--- config.mk ---
export PLATFORM = sky130hd
export DESIGN_NAME = wsa_grid_mul
export DESIGN_NICKNAME = d
export VERILOG_FILES = /design/src/rtl/wsa_grid_mul.sv
export SDC_FILE = /design/constraint.sdc
export NUM_CORES = 2
export LEC_CHECK = 0
export ABC_CLOCK_PERIOD_IN_PS = 7100
export BUFFER_PORTS_ARGS = -buffer_cell sky130_fd_sc_hd__buf_2
export CORE_MARGIN = 3
export CORE_UTILIZATION = 45
export CTS_BUF_LIST = sky130_fd_sc_hd__clkbuf_2
export DETAILED_ROUTE_END_ITERATION = 16
export HOLD_SLACK_MARGIN = 0.1
export PLACE_DENSITY = 0.64
export SLEW_MARGIN = 10
export SYNTH_ARGS = -nofsm -noshare
export SYNTH_HDL_FRONTEND = slang
export SYNTH_SLANG_ARGS = --single-unit
export TNS_END_PERCENT = 20
--- constraint.sdc ---
create_clock -name clk -period 7.1 [get_ports clk]
set_input_delay 2.13 -clock clk [delete_from_list [all_inputs] [get_ports clk]]
set_output_delay 2.13 -clock clk [all_outputs]
set_load 0.01 [all_outputs]
--- src/rtl/wsa_grid_mul.sv ---
module wsa_grid_mul #(
  parameter int N  = 4,
  parameter int DW = 8,
  parameter int AW = 32
) (
  input  logic            clk,
  input  logic            rst_n,
  input  logic            w_load,
  input  logic [N*DW-1:0] w_bus,
  input  logic            a_valid,
  input  logic [N*DW-1:0] a_bus,
  output logic            y_valid,
  output logic [N*AW-1:0] y_bus
);
  localparam int LAT = 2*N - 1;
  localparam int PW  = 2*DW;

  logic [LAT:0] vpipe;
  logic         busy;
  logic         load_ok;

  logic signed [DW-1:0] wt     [N][N];
  logic signed [DW-1:0] wt_nx  [N][N];
  logic signed [DW-1:0] act    [N][N];
  logic signed [AW-1:0] ps     [N][N];
  logic signed [DW-1:0] row_in [N];
  logic signed [DW-1:0] pe_a   [N][N];
  logic signed [AW-1:0] pe_s   [N][N];
  logic signed [AW-1:0] mac    [N][N];
  logic [N*N*DW-1:0]    wt_flat;

  assign busy    = |vpipe;
  assign load_ok = w_load & ~a_valid & ~busy;
  assign y_valid = vpipe[LAT];

  always_ff @(posedge clk or negedge rst_n)
    if (!rst_n) vpipe <= '0;
    else        vpipe <= {vpipe[LAT-1:0], a_valid};

  genvar k, j;
  generate
    for (k = 0; k < N; k++) begin : g_skew
      logic signed [DW-1:0] gated;
      assign gated = a_valid ? a_bus[k*DW +: DW] : '0;
      if (k == 0) begin : g_dly
        assign row_in[k] = gated;
      end else begin : g_dly
        logic signed [DW-1:0] sk [k];
        always_ff @(posedge clk or negedge rst_n)
          if (!rst_n) begin
            for (int i = 0; i < k; i++) sk[i] <= '0;
          end else begin
            sk[0] <= gated;
            for (int i = 1; i < k; i++) sk[i] <= sk[i-1];
          end
        assign row_in[k] = sk[k-1];
      end
    end

    for (k = 0; k < N; k++) begin : g_row
      for (j = 0; j < N; j++) begin : g_col
        logic signed [PW-1:0] prod;
        if (j == 0) begin : g_ain
          assign pe_a[k][j] = row_in[k];
        end else begin : g_ain
          assign pe_a[k][j] = act[k][j-1];
        end
        if (k == 0) begin : g_sin
          assign pe_s[k][j]  = '0;
          assign wt_nx[k][j] = w_bus[j*DW +: DW];
        end else begin : g_sin
          assign pe_s[k][j]  = ps[k-1][j];
          assign wt_nx[k][j] = wt[k-1][j];
        end
        assign prod      = PW'(pe_a[k][j]) * PW'(wt[k][j]);
        assign mac[k][j] = pe_s[k][j] + AW'(prod);
        assign wt_flat[(k*N+j)*DW +: DW] = wt[k][j];
      end
    end

    for (j = 0; j < N; j++) begin : g_out
      localparam int D = N - j;
      logic signed [AW-1:0] ds [D];
      always_ff @(posedge clk or negedge rst_n)
        if (!rst_n) begin
          for (int i = 0; i < D; i++) ds[i] <= '0;
        end else begin
          ds[0] <= ps[N-1][j];
          for (int i = 1; i < D; i++) ds[i] <= ds[i-1];
        end
      assign y_bus[j*AW +: AW] = ds[D-1];
    end
  endgenerate

  always_ff @(posedge clk or negedge rst_n)
    if (!rst_n) begin
      for (int r = 0; r < N; r++)
        for (int c = 0; c < N; c++) begin
          wt[r][c]  <= '0;
          act[r][c] <= '0;
          ps[r][c]  <= '0;
        end
    end else begin
      for (int r = 0; r < N; r++)
        for (int c = 0; c < N; c++) begin
          if (load_ok) wt[r][c] <= wt_nx[r][c];
          act[r][c] <= pe_a[r][c];
          ps[r][c]  <= mac[r][c];
        end
    end

endmodule

==> impl_results.md <==
* Count of final hold-check violations at 0
* Worst EP required at 8.63 ns
* Register area share after synthesis at 29.23%
* IO Port Bufs at 196
* Period utilization at 89.40%
* Worst path max stage delay at 0.79 ns
* H-tree depth at 5
* Area Growth Syn to Fin at 6.808%
* Largest vdd supply drop at 156.4 uV
* CP Max Fanout at 12
* Io pins at 197
* Fin crit period at around 6.3 ns
* Initial antenna violation count at 7
* Number of synthesized flops with an enable pin at 0
* Pin slew with the least headroom to its limit at 1.173 ns
* TritonCTS buffer count at 281
* M3 GR Usage at 2.796%
* Global-route wire length before repair at between 200000 and 300000 um
* Mapped cell area at 84580 um^2
* Detailed-route wire length per cell at 15.12 um
* Chip Height at 439.5 um
* Crit-path cells: nand2_1 -> fa_1 -> fa_1 -> inv_1 -> fa_1 -> inv_1 -> fa_1 -> inv_1 -> ha_1 -> ha_1 -> a21o_1 -> a21oi_1 -> nand3b_1 -> a211oi_2 -> o31ai_1 -> a311o_1 -> a221o_1 -> a21oi_1 -> xnor2_1
* Layout cells sized above 1 at 10.10%
* Final setup violation count at 0
* 1st-iter DRT viols at 1724
* GRT Residual Overflow at 0
* DRC viols at 0
* Relative slew slack at a little over a fifth
* Antenna Nets Post-Route at 0
* Die area at between 150000 and 200000 um^2
* Cell area power density at 170.5 nW/um^2
* First-pass detailed-route iteration total at 8
* Routed via count at 49620
* CP Class: reg2reg
* Routed WL at 156500 um
* CTS tree: done
* Vias in the first global route at roughly 56000
* DPL Wire Length at 127800 um
* Status: completed
* Final Worst Setup Slack at between 0.7 and 0.8 ns
* GRT Total Usage at roughly 17%
* Yosys cell types at 83
* Pleak at 49.31 nW
* CP endpoint kind: flip-flop
* Top FF cell, synth: dfrtp_1
* Yosys reg bits at 988
* Startpoint types: flip-flop
* Pwr Total at 15.41 mW
* Sink Count at 988
* Mean Syn Cell Area at 11.48 um^2
* Post-CTS Resized at 0
* Synth warn at 0
* Clock Skew at between 0.15 and 0.2 ns
* M2 GR Usage at 29.23%
* Slowest CP cell: fa_1
* Row cnt at 158
* Core box area at 186000 um^2
* Final Max Slew Viols at 0
* Clock latency on the worst-skew pair at 1.66 ns
* Clock transition at path regs at around 0.15 ns
* Max_cap viols at 0
* Hold_ws at 0.2680 ns
* Met1 usage at 22.69%
* Number of post-CTS setup repair buffers at 0
* Initial Util at roughly 45%
* Data arrival, critical path at 7.88 ns
* Setup WS pre-CTS at 0.04417 ns
* Die width at 439.5 um
* GP Congestion at 0.8397
* Post-layout nets at 9906
* Mapped Nets at 9578
* Sum Neg Setup Slack at 0 ns
* CTS Root Buffer Type: clkbuf_2
* RSZ-0062 raised after global routing: false
* Most Crowded Layer GR: met2
* Clock tree buffer depth at 4
* CP most frequent cell: fa_1
* Post-cts hold buffer count at 0
* Pin count of the biggest net entering global routing at 148
* Drt via density at 4.795
* Fmax at ~160 MHz
* Cells after synthesis at 7366
* Hold Path Class: reg2reg
* Share of flip-flops with an asynchronous set or reset at 100.0%
metal layers:
layer / share of wire (%) / vias to the layer above / wire [um]
li1: - / 23240 / -
met3: 3.7 / 229 / 5767
met4: 2.4 / 0 / 3728
met1: 45 / 25380 / 70310
met2: 49 / 773 / 76700
met5: 0 / - / 0
flip-flops by register name, summed over array words and instances (netlist names):
signal,cells
vpipe,8
pe_s,260
wt,128
g_skew.g_dly.sk,48
y_bus,96
g_out.ds,224
ps,128
act,96
cells in the final DEF, fill, tap and decap left out, types with 73 or more instances in the layout:
cell	n
a21oi_1	150
dfrtp_1	988
inv_1	1554
buf_2	195
ha_1	740
nor2_1	211
nand2b_1	73
and2_1	530
o21ai_0	92
xnor2_1	252
nand2_1	454
clkbuf_2	381
fa_1	1404
mux2_2	118
final cells by class:
class / instances / area, um^2
repair buffers: 238 / 1394
well taps: 2480 / 3103
inverters: 1561 / 5859
flip-flops and latches: 988 / 24720
multi-input cells: 4624 / 52920
fillers: 16900 / 95690
clock buffers: 381 / 1907
diodes: 6 / 15.01
clock inverters: 71 / 412.9
cell usage after synthesis (43+ instances only):
cell type / n / share of area [%]
nor2_1: 211 / 0.94
inv_1: 1554 / 6.9
dfrtp_1: 988 / 29
o21ai_0: 92 / 0.54
ha_1: 740 / 11
o21a_1: 43 / 0.38
and3_1: 64 / 0.47
and2_1: 530 / 3.9
a21oi_1: 150 / 0.89
clkbuf_1: 88 / 0.39
fa_1: 1404 / 33
mux2_2: 118 / 1.6
nand2_1: 454 / 2.0
nand2b_1: 73 / 0.54
xnor2_1: 252 / 2.6
a21o_1: 67 / 0.59
buf_4: 96 / 0.85
xor2_1: 46 / 0.48
metrics by stage:
| stage | util [%] | cell area, um^2 | std cells |
|---|---|---|---|
| finish | 48.56 | 90340 | 10350 |
| global route | 48.56 | 90330 | 10350 |
| CTS | 48.55 | 90320 | 10340 |
| detailed placement | 47.31 | 88000 | 9891 |
| global placement | 47.31 | 88000 | 9891 |
| floorplan | - | 84580 | 7366 |
critical path, delay by kind of cell (launching register included):
kind                     cells  cell delay, ns
AO/OA/AOI/OAI                7            1.69
XOR/XNOR                     1            0.14
adder cells (fa/ha/maj)      6            3.12
buffers and inverters        3            0.45
flip-flops                   1            0.49
AND/OR/NAND/NOR              2            0.34
path summary, 6_finish.rpt:
path | from | to | slack [ns] | depth (start not counted)
min | g_out[0].ds[64] | g_out[0].ds[32] | 0.27 | 0
max in group asynchronous | rst_n | pe_s[121] | 5.12 | 4
min reg2reg | g_out[0].ds[64] | g_out[0].ds[32] | 0.27 | 0
max | act[15] | ps[31] | 0.75 | 19
min in group asynchronous | rst_n | ps[7] | 0.53 | 1
max reg2reg | act[15] | ps[31] | 0.75 | 19
logic make-up after synthesis:
| group | synth area share [%] |
|---|---|
| muxes | 1.607 |
| and+or+nand+nor | 8.968 |
| AOI/OAI and AO/OA | 4.718 |
| buffers and inverters | 8.212 |
| DFF | 29.23 |
| adders and majority gates | 44.18 |
| xor gates and xnor gates | 3.086 |
power breakdown:
group          internal (mW)  switching (mW)  total (mW)
logic                   1.82            2.35        4.17
registers               6.74           0.578        7.32
clock network           1.62            2.30        3.92
(Power assumes the default switching activity.)
